### src/rtl/kf_pkg.sv
package kf_pkg;

  localparam int unsigned STATE_W = 18;
  localparam int unsigned KEY_W   = 16;
  localparam int unsigned SEL_W   = 9;
  localparam int unsigned SUB_W   = 7;
  localparam int unsigned TBL_N   = 1 << SUB_W;

  // x^9 + x + 1
  localparam logic [SEL_W:0] FIELD_POLY = 10'b10_0000_0011;

  // state bit index feeding each vector bit, vector bit 0 first
  localparam int unsigned CELL_MAP_A [0:SEL_W-1] = '{0, 1, 3, 4, 5, 6, 8, 9, 10};
  localparam int unsigned CELL_MAP_B [0:SEL_W-1] = '{0, 1, 2, 3, 4, 6, 8, 9, 10};

  typedef enum logic {
    REG_KIND_A = 1'b0,
    REG_KIND_B = 1'b1
  } reg_kind_e;

  function automatic logic [SEL_W-1:0] gf_mul(input logic [SEL_W-1:0] a,
                                              input logic [SEL_W-1:0] b);
    logic [2*SEL_W-2:0] prod;
    prod = '0;
    for (int i = 0; i < SEL_W; i++) begin
      if (b[i]) prod = prod ^ ((2*SEL_W-1)'(a) << i);
    end
    for (int i = 2*SEL_W-2; i >= SEL_W; i--) begin
      if (prod[i]) prod = prod ^ ((2*SEL_W-1)'(FIELD_POLY) << (i - SEL_W));
    end
    return prod[SEL_W-1:0];
  endfunction

  function automatic logic [3:0] lin_mask(input logic [2:0] sel);
    case (sel)
      3'd0:    return 4'b0111;
      3'd1:    return 4'b1011;
      3'd2:    return 4'b1101;
      3'd3:    return 4'b1110;
      3'd4:    return 4'b1111;
      3'd5:    return 4'b1110;
      3'd6:    return 4'b1101;
      default: return 4'b1011;
    endcase
  endfunction

  // balanced, 2-resilient: every mask has weight >= 3
  function automatic logic [TBL_N-1:0] make_filter_table();
    logic [TBL_N-1:0] t;
    logic [SUB_W-1:0] z;
    t = '0;
    for (int n = 0; n < TBL_N; n++) begin
      z    = SUB_W'(n);
      t[n] = (^(z[3:0] & lin_mask(z[6:4]))) ^ (z[6] & z[5]) ^ z[4];
    end
    return t;
  endfunction

endpackage

### src/rtl/kf_select.sv
module kf_select
  import kf_pkg::*;
(
  input  logic [STATE_W-1:0] state,
  input  logic               kind,
  output logic [SEL_W-1:0]   vec
);

  for (genvar i = 0; i < SEL_W; i++) begin : g_tap
    assign vec[i] = (kind == REG_KIND_B) ? state[CELL_MAP_B[i]] : state[CELL_MAP_A[i]];
  end

  logic unused_cells;
  assign unused_cells = ^{state[STATE_W-1:11], state[7]};

endmodule

### src/rtl/kf_gf_inv.sv
module kf_gf_inv
  import kf_pkg::*;
(
  input  logic [SEL_W-1:0] a,
  output logic [SEL_W-1:0] y
);

  // a^(2^9 - 2) = product of a^(2^k), k = 1..8; zero stays zero
  logic [SEL_W-1:0] sq  [0:SEL_W-1];
  logic [SEL_W-1:0] acc [1:SEL_W-1];

  assign sq[0] = a;

  for (genvar k = 1; k < SEL_W; k++) begin : g_sq
    assign sq[k] = gf_mul(sq[k-1], sq[k-1]);
  end

  assign acc[1] = sq[1];

  for (genvar k = 2; k < SEL_W; k++) begin : g_acc
    assign acc[k] = gf_mul(acc[k-1], sq[k]);
  end

  assign y = acc[SEL_W-1];

endmodule

### src/rtl/kf_filter_fn.sv
module kf_filter_fn
  import kf_pkg::*;
(
  input  logic [SUB_W-1:0] idx,
  output logic             bit_out
);

  localparam logic [TBL_N-1:0] FILTER_TBL = make_filter_table();

  assign bit_out = FILTER_TBL[idx];

endmodule

### src/rtl/keyed_filter.sv
module keyed_filter
  import kf_pkg::*;
#(
  parameter int unsigned PIPE = 1
) (
  input  logic               clk,
  input  logic               rst_n,
  input  logic               in_valid,
  input  logic [STATE_W-1:0] in_state,
  input  logic [KEY_W-1:0]   in_key,
  input  logic               in_type,
  output logic               out_valid,
  output logic               out_jc
);

  localparam int unsigned LAT = 1 + PIPE;

  logic [SEL_W-1:0] sel_vec;
  logic [SEL_W-1:0] sub_in;
  logic [SEL_W-1:0] inv_full;
  logic [SUB_W-1:0] sub_w;
  logic [SUB_W-1:0] idx_d;
  logic [SUB_W-1:0] idx_q;
  logic             vld_q;
  logic             fn_bit;
  logic             jc_d;
  logic             jc_q;
  logic             ov_q;

  kf_select u_sel (
    .state (in_state),
    .kind  (in_type),
    .vec   (sel_vec)
  );

  always_comb begin
    sub_in = sel_vec ^ in_key[SEL_W-1:0];
  end

  kf_gf_inv u_inv (
    .a (sub_in),
    .y (inv_full)
  );

  always_comb begin
    sub_w = inv_full[SUB_W:1];
    idx_d = sub_w ^ in_key[KEY_W-1 -: SUB_W];
  end

  logic unused_inv_ends;
  assign unused_inv_ends = inv_full[0] ^ inv_full[SEL_W-1];

  if (PIPE != 0) begin : g_pipe
    logic [SUB_W-1:0] idx_r;
    logic             vld_r;
    always_ff @(posedge clk or negedge rst_n) begin
      if (!rst_n) begin
        vld_r <= 1'b0;
        idx_r <= '0;
      end else begin
        vld_r <= in_valid;
        if (in_valid) idx_r <= idx_d;
      end
    end
    assign idx_q = idx_r;
    assign vld_q = vld_r;
  end else begin : g_flat
    assign idx_q = idx_d;
    assign vld_q = in_valid;
  end

  kf_filter_fn u_fn (
    .idx     (idx_q),
    .bit_out (fn_bit)
  );

  always_comb begin
    jc_d = vld_q ? fn_bit : jc_q;
  end

  always_ff @(posedge clk or negedge rst_n) begin
    if (!rst_n) begin
      ov_q <= 1'b0;
      jc_q <= 1'b0;
    end else begin
      ov_q <= vld_q;
      jc_q <= jc_d;
    end
  end

  assign out_valid = ov_q;
  assign out_jc    = jc_q;

endmodule

### config.mk
export PLATFORM = sky130hd
export DESIGN_NAME = keyed_filter
export DESIGN_NICKNAME = d
export VERILOG_FILES = /design/src/rtl/kf_pkg.sv /design/src/rtl/kf_select.sv /design/src/rtl/kf_gf_inv.sv /design/src/rtl/kf_filter_fn.sv /design/src/rtl/keyed_filter.sv
export SDC_FILE = /design/constraint.sdc
export NUM_CORES = 1
export LEC_CHECK = 0
export ABC_AREA = 1
export BUFFER_PORTS_ARGS = -buffer_cell sky130_fd_sc_hd__buf_2
export CORE_MARGIN = 2
export CORE_UTILIZATION = 55
export CTS_CLUSTER_DIAMETER = 120
export DETAILED_ROUTE_END_ITERATION = 8
export PLACE_DENSITY = 0.83
export SKIP_LAST_GASP = 1
export SLEW_MARGIN = 40
export SYNTH_ARGS = -nofsm -noshare
export SYNTH_HDL_FRONTEND = slang
export SYNTH_SLANG_ARGS = --single-unit
### constraint.sdc
create_clock -name clk -period 4.6 [get_ports clk]
set_clock_uncertainty 0.05 [all_clocks]
set_input_delay 0.46 -clock clk [delete_from_list [all_inputs] [get_ports clk]]
set_output_delay 0.46 -clock clk [all_outputs]
set_load 0.02 [all_outputs]
==> impl_metrics.env, run 1 <==
export IMPL_status="stopped before the end"
export IMPL_stop_stage="global routing"
export IMPL_stop_error="[ERROR GRT-0232] Routing congestion too high. Check the congestion heatmap in the GUI."
export IMPL_avgSynthCellArea_um2=4.680
export IMPL_fp_dieW_um=167.8
export IMPL_start_util_pct=56.31
export IMPL_cts_path_max_buffers=2
export IMPL_yosysTopAreaCellShare_pct=34.90
export IMPL_dp_hpwl_um=39880
export IMPL_io_buffers=31
export IMPL_grt_worst_setup_endpoint="g_pipe.idx_r[3]$_DFFE_PN0P_/D"
export IMPL_die_h_um=167.8
export IMPL_grt_start_max_net_pins=32
export IMPL_numCtsBuffers=3
export IMPL_syn_num_nets=3191
export IMPL_gp_congestion=1.027
export IMPL_io_pins=40
export IMPL_seq_area_frac_synth_pct=1.696
export IMPL_h_tree_depth=1
export IMPL_clock_sinks=10
export IMPL_yosysWarnings=0
export IMPL_ctsHoldBuffers=0
export IMPL_synthCells=3153
export IMPL_overflow=286
export IMPL_ys_types=42
export IMPL_ys_seq_elements=10
export IMPL_grtUsageTotal_pct=85.93
export IMPL_rows=59
export IMPL_yosysTopAreaCell="nand2_1"
export IMPL_synth_area_leaders="nand2_1 35%, nand3_1 20%, inv_1 10%"
export IMPL_syn_area_mm2=0.01476
export IMPL_clockRootBuffer="clkbuf_16"
export IMPL_worst_ep_kind="register input"
export IMPL_dpl_cell_count=3716
-- logic make-up after synthesis --
logic type,after synthesis,share of synthesized area (%)
AO/OA/AOI/OAI,81,3.010
XOR/XNOR,78,4.909
buffers and inverters,536,15.75
flip-flops,10,1.696
multiplexers,1,0.06783
AND/OR/NAND/NOR,2447,74.56
-- stage by stage --
step	setup WS (ns)	hold WS (ns)	cell area, um2	utilization (%)
floorplan	-2.150	0.1144	14790	-
detailed placement	-3.560	0.2812	17020	64.96
CTS	-2.997	0.03022	19140	73.04
global placement	-3.339	0.2709	17020	64.96
-- what timing repair did --
item | in CTS
endpoints found under the setup margin | 7
endpoints found under the hold margin | 0
buffers inserted | 28
resized for setup | 394
pin swaps | 116
gates cloned | 11
-- cell usage after synthesis, drive strengths merged --
library cell	n
xor2	43
buf	69
mux2i	1
o211ai	3
nand3	634
xnor2	35
nor2	234
o21ai	49
nand2	1531
dfrtp	10
clkinv	5
o311ai	1
nand4	19
o21bai	1
nand3b	25
a21oi	23
or2	4
clkbuf	11
inv	451
o22ai	3
a21boi	1
-- layer usage --
layer / overflow / global-route usage (%)
met4: 98 / 89.60
met2: 154 / 96.95
met3: 13 / 77.74
met1: 20 / 83.42
met5: 1 / 53.57
==> run 2: changes to the inputs <==
--- a/config.mk
+++ b/config.mk
@@ -8,10 +8,9 @@
 export ABC_AREA = 1
 export BUFFER_PORTS_ARGS = -buffer_cell sky130_fd_sc_hd__buf_2
 export CORE_MARGIN = 2
-export CORE_UTILIZATION = 55
-export CTS_CLUSTER_DIAMETER = 120
+export CORE_UTILIZATION = 40
 export DETAILED_ROUTE_END_ITERATION = 8
-export PLACE_DENSITY = 0.83
+export PLACE_DENSITY_LB_ADDON = 0.15
 export SKIP_LAST_GASP = 1
 export SLEW_MARGIN = 40
 export SYNTH_ARGS = -nofsm -noshare
==> run 2 against run 1 <==
Against the previous run: the flow now finishes, with violations (setup timing); synthesized area is the same; synthesized cell count is the same.
==> impl_metrics.env, run 2 <==
export IMPL_crit_family="simple AND/OR/NAND/NOR gates"
export IMPL_yosysMostFrequentCell="nand2_1"
export IMPL_critPathBufInv=9
export IMPL_wl_met2_um=27860
export IMPL_drv_cap=0
export IMPL_synth_compound_area_share_pct=3.010
export IMPL_ys_types=42
export IMPL_finalHoldViolCount=0
export IMPL_drive_above_1_share_pct=29.45
export IMPL_seq_area_frac_synth_pct=1.696
export IMPL_n_antenna_cell=0
export IMPL_setup_worst_path_start_class="primary input"
export IMPL_synthToLayoutAreaGrowth_pct=32.75
export IMPL_fin_util_pct=53.77
export IMPL_wl_um=59040
export IMPL_grt_pass1_wl_um=93150
export IMPL_mostFrequentLayoutCell="nand2_1"
export IMPL_fin_ws_ns=-3.464
export IMPL_cts_tree="yes"
export IMPL_regArea_um2=250.2
export IMPL_synth_fa_ha_area_share_pct=0
export IMPL_timing_fmax_mhz=124.0
export IMPL_die_h_um=196.1
export IMPL_antenna_found_initial=0
export IMPL_synth_top_family_by_area="simple AND/OR/NAND/NOR gates"
export IMPL_critPathSlowestCell="xor2_4"
export IMPL_grt_start_max_net_pins=32
export IMPL_multi_input_area_mm2=0.01399
export IMPL_worstSetupPathType="in2reg"
export IMPL_antenna_left=0
export IMPL_final_cell_mix="1196 x nand2_1, 512 x nand3_1, 389 x inv_1"
export IMPL_clockRootBuffer="clkbuf_16"
export IMPL_die_area_mm2=0.03844
export IMPL_drv_slew=0
export IMPL_crit_fanout=12
export IMPL_num_vias=20760
export IMPL_whs_ns=0.02988
export IMPL_numCtsBuffers=3
export IMPL_tightest_slew_ns=0.5549
export IMPL_syn_area_mm2=0.01476
export IMPL_synth_area_leaders="nand2_1 35%, nand3_1 20%, inv_1 10%"
export IMPL_top_register="g_pipe.idx_r"
export IMPL_wl_met3_um=4679
export IMPL_io_pins=40
export IMPL_core_area_mm2=0.03643
export IMPL_grt_pass1_vias=18940
export IMPL_rsz0062_at_grt="true"
export IMPL_slew_headroom_pct=63.01
export IMPL_fin_nets=3506
export IMPL_cp_required_ns=4.67
export IMPL_rows=70
export IMPL_yosysWarnings=0
export IMPL_dr_pass1_iters=6
export IMPL_violations="setup timing"
export IMPL_overflow=0
export IMPL_cts_path_max_buffers=2
export IMPL_cpPeakStageDelay_ns=0.23
export IMPL_wl_met1_um=24430
export IMPL_synth_edf_count=0
export IMPL_cp_num_cells=79
export IMPL_syn_num_nets=3191
export IMPL_critical_path_most_common_cell="nand2_1"
export IMPL_setup_worst_path_end_class="flip-flop"
export IMPL_post_route_min_period_ns=8.064
export IMPL_top_layer="met4"
export IMPL_async_flop_share_pct=100.0
export IMPL_arrival_ns=8.14
export IMPL_holdCritPathClass="in2async"
export IMPL_period_share_pct=175.3
export IMPL_synth_simple_gate_area_share_pct=74.56
export IMPL_muxShareOfSynthArea_pct=0.06783
export IMPL_clock_sinks=10
export IMPL_setup_viol=7
export IMPL_ctsHoldBuffers=0
export IMPL_yosysTopAreaCellShare_pct=34.90
export IMPL_status="finished, violations left"
export IMPL_initialDrtViolationCount=1833
export IMPL_routedWlPerCell_um=15.00
export IMPL_yosysTopAreaCell="nand2_1"
export IMPL_cts_clk_slew_worst_paths_ns=0.04
export IMPL_fp_dieW_um=196.1
export IMPL_clk_latency_ns=0.23
export IMPL_start_util_pct=40.50
export IMPL_ys_seq_elements=10
export IMPL_ff2ff_path_depth=8
export IMPL_vias_per_cell=5.275
export IMPL_grtUsageTotal_pct=29.41
export IMPL_largest_reg_flops=7
export IMPL_synthCells=3153
export IMPL_io_buffers=31
export IMPL_synth_ff_type="dfrtp_1"
export IMPL_nFillCells=3878
export IMPL_avgSynthCellArea_um2=4.680
export IMPL_synth_xor_area_share_pct=4.909
export IMPL_h_tree_depth=1
export IMPL_dp_hpwl_um=45250
export IMPL_drc=0
export IMPL_gp_congestion=0.9500
export IMPL_netlist_top_cells_count="1372 x nand2_1, 592 x nand3_1, 398 x inv_1, 208 x nor2_1, 133 x nand2_2"
[run 2: metrics by stage]
stage	setup TNS (ns)	instances	worst slack [ns]	area (um2)
after floorplan	-14.95	3153	-2.150	14790
after global placement	-25.55	3880	-3.677	17390
after detailed placement	-26.45	3880	-3.806	17390
after CTS	-22.20	3919	-3.185	18650
after global routing	-29.43	3935	-4.240	19590
final	-23.76	3935	-3.464	19590
[run 2: worst paths after layout]
path                       slack, ns         endpoint             from
max                            -3.46  g_pipe.idx_r[0]      in_state[3]
min                             0.03  g_pipe.idx_r[3]            rst_n
max reg2reg                     2.86           out_jc  g_pipe.idx_r[0]
min reg2reg                     0.34        out_valid     g_pipe.vld_r
max in group asynchronous       4.28  g_pipe.idx_r[4]            rst_n
min in group clk                0.34        out_valid     g_pipe.vld_r
[run 2: what timing repair did]
item | 4_1_cts | 5_1_grt
setup buffers | 27 | 14
pin swaps | 65 | 93
setup endpoints to repair | 7 | 7
cloned | 8 | 2
resized for setup | 228 | 218
[run 2: logic make-up (layout without fill, tap and decap cells)]
group                  after synthesis  in the layout
AO/OA/AOI/OAI                       81             81
XOR/XNOR                            78             78
buffers and inverters              536            840
flip-flops                          10             10
multiplexers                         1              1
AND/OR/NAND/NOR                   2447           2457
[run 2: area by class of cell]
type                    instances  area share, %
multi-input cells            2617          71.42
repair buffers                380          15.07
inverters                     456          8.788
well taps                     468          2.989
flip-flops and latches         10          1.277
clock buffers                   4         0.4535
[run 2: metal layers]
| layer | up-vias | track usage, % |
|---|---|---|
| met5 | - | 0 |
| met4 | 0 | 9.371 |
| met3 | 167 | 1.943 |
| met2 | 865 | 52.27 |
| met1 | 9285 | 37.82 |
| li1 | 10440 | - |
[run 2: worst reg2reg max path, stage by stage (launching register included)]
cell and delay [ns]:
dfrtp_1 0.41, xnor2_1 0.28, xnor2_1 0.16, nand2_1 0.08, o21ai_0 0.11, xor2_1 0.21
o211ai_1 0.10, o311ai_0 0.08, o21ai_0 0.13
Power of run 2 is left out: the tool's default activity adds up to more than one toggle a clock period on the data nets, which glitch-free logic cannot reach.
